===== src/rtl/pot_scan_pkg.sv =====
package pot_scan_pkg;

    localparam int NUM_MUX    = 3;
    localparam int CH_PER_MUX = 8;
    localparam int NUM_POTS   = NUM_MUX * CH_PER_MUX;
    localparam int IDX_W      = $clog2(NUM_POTS);
    localparam int VAL_W      = 8;
    localparam int SEL_W      = 8;

    typedef logic [IDX_W-1:0] idx_t;
    typedef logic [VAL_W-1:0] val_t;
    typedef logic [SEL_W-1:0] sel_t;

    // All multiplexers inhibited.
    localparam sel_t SEL_CLEAR = 8'h38;

    typedef enum logic [1:0] {
        DIR_NONE = 2'd0,
        DIR_UP   = 2'd1,
        DIR_DOWN = 2'd2
    } dir_t;

    typedef enum logic [1:0] {
        ST_IDLE   = 2'd0,
        ST_SETTLE = 2'd1,
        ST_DONE   = 2'd2
    } scan_st_t;

    typedef struct packed {
        val_t value;
        dir_t pend;
        logic commit;
    } upd_t;

    // Build the select code: the enabled multiplexer has its inhibit bit low.
    function automatic sel_t sel_code(input idx_t idx);
        logic [2:0] inh;
        inh = 3'b111;
        case (idx[4:3])
            2'd0:    inh[2] = 1'b0;
            2'd1:    inh[1] = 1'b0;
            default: inh[0] = 1'b0;
        endcase
        return {2'b00, inh, idx[2:0]};
    endfunction

    // A flag pair counts as movement only when exactly one flag is set.
    function automatic dir_t classify(input logic above, input logic below);
        if (above && !below)      return DIR_UP;
        else if (below && !above) return DIR_DOWN;
        else                      return DIR_NONE;
    endfunction

    // Direction-hysteresis step for one sample of one control.
    function automatic upd_t track_step(input val_t v, input dir_t pend, input dir_t d);
        upd_t u;
        u.value  = v;
        u.pend   = DIR_NONE;
        u.commit = 1'b0;
        case (d)
            DIR_UP: begin
                if (pend == DIR_UP) begin
                    if (v != '1) begin
                        u.value  = v + 1'b1;
                        u.commit = 1'b1;
                    end
                end else begin
                    u.pend = DIR_UP;
                end
            end
            DIR_DOWN: begin
                if (pend == DIR_DOWN) begin
                    if (v != '0) begin
                        u.value  = v - 1'b1;
                        u.commit = 1'b1;
                    end
                end else begin
                    u.pend = DIR_DOWN;
                end
            end
            default: u.pend = DIR_NONE;
        endcase
        return u;
    endfunction

endpackage


===== src/rtl/pot_scan_seq.sv =====
module pot_scan_seq
    import pot_scan_pkg::*;
#(
    parameter int CNT_W = 8
) (
    input  logic             clk,
    input  logic             rst,
    input  logic             start,
    input  logic [CNT_W-1:0] settle_len,
    output idx_t             cur_idx,
    output logic             sample,
    output sel_t             mux_sel,
    output logic             busy,
    output logic             scan_done
);

    localparam idx_t LAST_IDX = idx_t'(NUM_POTS - 1);

    scan_st_t         st;
    logic [CNT_W-1:0] wait_cnt;

    always_ff @(posedge clk) begin
        if (rst) begin
            st       <= ST_IDLE;
            cur_idx  <= '0;
            wait_cnt <= '0;
            mux_sel  <= SEL_CLEAR;
        end else begin
            case (st)
                ST_IDLE: begin
                    if (start) begin
                        st       <= ST_SETTLE;
                        cur_idx  <= '0;
                        wait_cnt <= settle_len;
                        mux_sel  <= sel_code('0);
                    end
                end
                ST_SETTLE: begin
                    if (wait_cnt == '0) begin
                        if (cur_idx == LAST_IDX) begin
                            st      <= ST_DONE;
                            cur_idx <= '0;
                            mux_sel <= SEL_CLEAR;
                        end else begin
                            cur_idx  <= cur_idx + 1'b1;
                            wait_cnt <= settle_len;
                            mux_sel  <= sel_code(cur_idx + 1'b1);
                        end
                    end else begin
                        wait_cnt <= wait_cnt - 1'b1;
                    end
                end
                default: st <= ST_IDLE;
            endcase
        end
    end

    assign sample    = (st == ST_SETTLE) && (wait_cnt == '0);
    assign busy      = (st != ST_IDLE);
    assign scan_done = (st == ST_DONE);

endmodule


===== src/rtl/pot_value_table.sv =====
module pot_value_table
    import pot_scan_pkg::*;
(
    input  logic clk,
    input  logic rst,
    input  logic sample,
    input  idx_t cur_idx,
    input  logic cmp_above,
    input  logic cmp_below,
    input  idx_t rd_idx,
    output val_t dac_val,
    output val_t rd_val,
    output logic chg_stb,
    output idx_t chg_idx,
    output val_t chg_val
);

    val_t vals [NUM_POTS];
    dir_t pend [NUM_POTS];
    upd_t nxt;

    always_comb begin
        nxt = track_step(vals[cur_idx], pend[cur_idx], classify(cmp_above, cmp_below));
    end

    always_ff @(posedge clk) begin
        if (rst) begin
            for (int i = 0; i < NUM_POTS; i++) begin
                vals[i] <= '0;
                pend[i] <= DIR_NONE;
            end
            chg_stb <= 1'b0;
            chg_idx <= '0;
            chg_val <= '0;
        end else begin
            chg_stb <= 1'b0;
            if (sample) begin
                vals[cur_idx] <= nxt.value;
                pend[cur_idx] <= nxt.pend;
                chg_stb       <= nxt.commit;
                if (nxt.commit) begin
                    chg_idx <= cur_idx;
                    chg_val <= nxt.value;
                end
            end
        end
    end

    assign dac_val = vals[cur_idx];
    assign rd_val  = (int'(rd_idx) < NUM_POTS) ? vals[rd_idx] : '0;

endmodule


===== src/rtl/pot_scan_ctrl.sv =====
module pot_scan_ctrl
    import pot_scan_pkg::*;
#(
    parameter int CNT_W = 8
) (
    input  logic             clk,
    input  logic             rst,
    input  logic             start,
    input  logic [CNT_W-1:0] settle_len,
    input  logic             cmp_above,
    input  logic             cmp_below,
    output logic [7:0]       mux_sel,
    output logic [7:0]       dac_val,
    output logic             busy,
    output logic             scan_done,
    output logic             chg_stb,
    output logic [4:0]       chg_idx,
    output logic [7:0]       chg_val,
    input  logic [4:0]       rd_idx,
    output logic [7:0]       rd_val
);

    idx_t cur_idx;
    logic sample;

    pot_scan_seq #(.CNT_W(CNT_W)) u_seq (
        .clk        (clk),
        .rst        (rst),
        .start      (start),
        .settle_len (settle_len),
        .cur_idx    (cur_idx),
        .sample     (sample),
        .mux_sel    (mux_sel),
        .busy       (busy),
        .scan_done  (scan_done)
    );

    pot_value_table u_table (
        .clk       (clk),
        .rst       (rst),
        .sample    (sample),
        .cur_idx   (cur_idx),
        .cmp_above (cmp_above),
        .cmp_below (cmp_below),
        .rd_idx    (rd_idx),
        .dac_val   (dac_val),
        .rd_val    (rd_val),
        .chg_stb   (chg_stb),
        .chg_idx   (chg_idx),
        .chg_val   (chg_val)
    );

endmodule


===== config.mk =====
export PLATFORM = sky130hd
export DESIGN_NAME = pot_scan_ctrl
export DESIGN_NICKNAME = d
export VERILOG_FILES = /design/src/rtl/pot_scan_pkg.sv /design/src/rtl/pot_scan_seq.sv /design/src/rtl/pot_value_table.sv /design/src/rtl/pot_scan_ctrl.sv
export SDC_FILE = /design/constraint.sdc
export NUM_CORES = 1
export LEC_CHECK = 0
export ABC_AREA = 1
export BUFFER_PORTS_ARGS = -buffer_cell sky130_fd_sc_hd__buf_2
export CORE_MARGIN = 1.5
export CORE_UTILIZATION = 61
export DETAILED_ROUTE_END_ITERATION = 10
export PLACE_DENSITY = 0.76
export SLEW_MARGIN = 10
export SYNTH_ARGS = -nofsm -noshare
export SYNTH_HDL_FRONTEND = slang
export SYNTH_HIERARCHICAL = 1
export SYNTH_SLANG_ARGS = --single-unit

===== constraint.sdc =====
create_clock -name clk -period 3.4 [get_ports clk]
set_input_delay 0.51 -clock clk [delete_from_list [all_inputs] [get_ports clk]]
set_output_delay 0.51 -clock clk [all_outputs]
set_load 0.05 [all_outputs]

==> results.md <==
- Once placement finished, the instance area stood at 20100 um2.
- The run finished with clean final reports.
- The library cell used most frequently in the layout, excluding fill and tap cells, is sky130_fd_sc_hd__nand2_1.
- The final layout contains 2354 nets.
- Setup violations remaining at the end of the flow were counted as 0.
- The wire-length estimate of the detail-placed layout is 40700 um.
- Summing all non-filler instances in the final layout gives an area of 21400 um2.
- The required time of the critical path is 3670 ps.
- The overall via count from detail_route is 16702.
- From synthesis to final layout, the design area changed by 14.5%.
- The post-route antenna net violation count is 0.
- The number of buffer cells added on primary ports is 55.
- The worst setup path is of the reg -> reg kind.
- Cells with a size suffix above 1 make up 16.1% of the layout.
- The number of pins exceeding their max-slew limit in the final report was 0.
- The weighted congestion at the end of routability-driven global placement is 0.979.
- Headroom to the max-slew limit came out at 54.5%.
- Using the TritonRoute via totals, the vias-per-cell ratio works out to 6.09.
- The average instance area after synthesis is 8.42 um2.
- The violation count after the first detailed-routing iteration is 2822.
- The synthesized design contains 352 register bits.
- Clock latency on the worst-skew pair, taken at its later pin, is 540 ps.
- The pre-antenna-repair detailed-routing pass consisted of 6 iterations.
- The initial core utilization is 62.5%.
- The horizontal extent of the die is 178 um.
- The share of total power in the clock network is 35.7%.
- The max-capacitance violation count is 0.
- The peak ir drop on the vdd network is 0.631 mV.
- The count of cell types in the netlist is 43.
- The worst hold path class is in -> reg.
- The final-layout setup total negative slack is 0 ps.
- The first global-routing pass estimated 88800 um of wire.
- The family of cells with the greatest summed delay on the critical path is simple AND/OR/NAND/NOR gates.
- The post-cts hold buffer count is 0.
- For this run, the number of Yosys warnings is 6.
- The filler cells instantiated in the layout total 2240.
- The number of diodes is 0.
- The power per unit of standard cell area is 513 nW/um2.
- Static timing analysis puts the maximum clock frequency at 305 MHz.
- The total wire length is 60700 um.
- The sort of element at the start of the critical path is a register.
- Ranked by total cell area, the synthesized netlist is headed by sky130_fd_sc_hd__edfxtp_1 (51%), sky130_fd_sc_hd__nand2_1 (15%), sky130_fd_sc_hd__nor2_1 (7.4%), sky130_fd_sc_hd__o21ai_0 (4.0%), sky130_fd_sc_hd__dfxtp_1 (3.4%).
- Leaving out fill and tap cells, the most frequent cells in the layout are sky130_fd_sc_hd__nand2_1 (743), sky130_fd_sc_hd__nor2_1 (366), sky130_fd_sc_hd__edfxtp_1 (320), sky130_fd_sc_hd__o21ai_0 (147), sky130_fd_sc_hd__buf_4 (122).
- The tree built by TritonCTS fans out to 352 sinks.
- The number of instances in the synthesized netlist is 2224.
- Walking the worst path, the cells encountered are buf_12, buf_4, nand2_1, nand2_1, nand2_1, nand2_1, nand2_1, nand2_1, nor2_1, nand2_1, inv_1, ha_1, nand3_1, nor2_1, nand3_2, nand2_2, nand3_4, nand2_1, nand2_1, nand2_2, buf_12, inv_2.
- In this run, the combinational gates consume 19.3% of the power.
- The clock passes through at most 3 buffers.
- Of the total power, the share spent switching nets is 29.3%.
- The critical hold path startpoint is rst.
- The number of design rule violations left after detail routing is 0.
- In this design, the stage delay of the slowest critical-path cell is 400 ps.
- The slowest stage of the critical path belongs to the cell sky130_fd_sc_hd__dfxtp_4.
- For this run, asynchronously set or reset flops after synthesis account for 0%.
- In this run the power spent charging and discharging nets is 3230 uW.
- Sequential elements use 54.7% of the synthesized area.
- The clock tree from TritonCTS is built.
- The number of buffers and inverters on the critical path is 5.
- In this run the standard cell core region covers 30000 um2.
- The die boundary height is 178 um.
- Entering global routing, the biggest net connects 69 pins.
- In this run the critical register-to-register path is launched from u_seq/cur_idx[0]$_SDFFE_PP0P_.
- In this run the cell area of the synthesized design comes to 18700 um2.
- The maximum net fanout on the critical path is 46.
- The most frequent cell on the critical path is sky130_fd_sc_hd__nand2_1.
- The kind of end point of the critical path is a register.
- The register share of total power is 45.0%.
- The internal power of the cells totals 7780 uW.
- The top cell type by total area after synthesis is sky130_fd_sc_hd__edfxtp_1.
- The via count of the first global-routing pass is 15285.
- The fraction of post-synthesis cell area in the top cell type by area is 51.3%.
- STA puts the critical path data arrival time at 3550 ps.
- After detailed routing, the average wire length per cell comes to 22.1 um.
- After layout, the minimum clock period comes to 3280 ps.
- In this run the worst setup path begins at u_seq/cur_idx[0]$_SDFFE_PP0P_.
- The hold violation count in the final report is 0.
- The most used flip-flop cell after synthesis is sky130_fd_sc_hd__edfxtp_1.
- The clock transition at the registers of the reported paths is 60 ps.
- The I/O pin total is 58.
- After floorplanning, the core was divided into 63 placement rows.
- The initial antenna violation count is 0.
- The root buffer cell is sky130_fd_sc_hd__clkbuf_16.
- The number of buffers created by CTS is 38.
- The number of H-tree levels is 2.
- The final critical path takes up 96.6% of the cycle.
- For the final database, setup skew stands at 25.6 ps.
- Summed over all cells, the static leakage comes to 0.00893 uW.
- The total grt overflow is 0.
- After layout, the worst setup slack is 117 ps.
- The transition time of the tightest slew-check pin is 680 ps.
- The global router's overall resource usage is 37.9%.
- The floorplan step defined a die boundary enclosing 31800 um2.
- The number of flops mapped to enable cells by yosys is 320.
- Before CTS, the worst setup slack after placement is 31.2 ps.
==> routing by layer <==
layer | routed length (um) | up-vias | GRT usage (%) | part of all wire (%)
met3 | 8060 | 264 | 7.23 | 13
met5 | 0 | - | 0 | 0
met2 | 27100 | 1325 | 58.6 | 45
li1 | - | 7478 | - | -
met1 | 21700 | 7635 | 50.8 | 36
met4 | 3780 | 0 | 20.4 | 6.2
==> power groups by stage <==
| stage | combinational (uW) | sequential (uW) | clock (uW) |
|---|---|---|---|
| after floorplan | 1240 | 5020 | 0 |
| after global placement | 1920 | 5030 | 0 |
| after detailed placement | 1940 | 5030 | 0 |
| after CTS | 1960 | 4950 | 3930 |
| after global routing | 2240 | 4960 | 4100 |
| final | 2130 | 4950 | 3930 |
==> final timing paths <==
check | to | slack, ps | cells past startpoint
worst min-delay path | u_table/chg_stb$_SDFF_PN0_ | 310 | 2
worst max-delay path | u_table/vals[25][6]$_DFFE_PP_ | 120 | 22
worst max register to register | u_table/vals[25][6]$_DFFE_PP_ | 120 | 22
worst min register to register | u_seq/mux_sel[5]$_SDFFE_PP1P_ | 470 | 2
==> timing repair <==
item | 4_1_cts | 5_1_grt
buffers inserted | 0 | 5
endpoints found under the setup margin | 0 | 208
resized for setup | 0 | 13
==> cells in the mapped netlist, types with 28 or more instances <==
master	number
sky130_fd_sc_hd__nor2_1	367
sky130_fd_sc_hd__o21ai_0	148
sky130_fd_sc_hd__inv_2	31
sky130_fd_sc_hd__dfxtp_1	32
sky130_fd_sc_hd__clkbuf_1	65
sky130_fd_sc_hd__nor2_2	34
sky130_fd_sc_hd__buf_4	28
sky130_fd_sc_hd__edfxtp_1	320
sky130_fd_sc_hd__a21oi_1	63
sky130_fd_sc_hd__nand2_1	744
sky130_fd_sc_hd__nand3_1	72
sky130_fd_sc_hd__inv_1	99
==> flip-flops by register name, summed over array words and instances (netlist names) <==
signal / count
u_seq/st: 2
u_seq/mux_sel: 3
u_seq/wait_cnt: 8
u_table/chg_val: 8
u_table/vals: 256
u_seq/cur_idx: 5
u_table/chg_idx: 5
u_table/chg_stb: 1
u_table/pend: 64
==> kinds of logic (layout without fill, tap and decap cells) <==
family          count (synthesis)  after routing  synth area share [%]
compound gates                288            288                  8.55
xor+xnor                        8              8                 0.374
fa+ha+maj                       8              8                 0.535
buf+inv                       280            408                  7.21
flops                         352            352                  54.7
other cells                     1              2                0.0200
simple gates                 1287           1287                  28.6
==> stage by stage <==
| step | total power, uW | util (%) | cells | hold WS, ps |
|---|---|---|---|---|
| detailed placement | 6980 | 67.0 | 2669 | 465 |
| floorplan | 6260 | - | 2225 | 454 |
| finish | 11000 | 71.6 | 2743 | 310 |
| global placement | 6950 | 67.0 | 2669 | 454 |
| CTS | 10800 | 70.9 | 2734 | 302 |
| global route | 11300 | 71.6 | 2743 | 322 |
==> final cells by class <==
type	count	area, um2	share of cell area (%)
flip-flops and latches	352	10300	47.8
multi-input cells	1593	7180	33.5
repair buffers	209	1850	8.64
clock buffers	49	1020	4.77
inverters	134	513	2.39
well taps	390	488	2.28
clock inverters	16	130	0.607
Power figures use the tool's default switching activity.
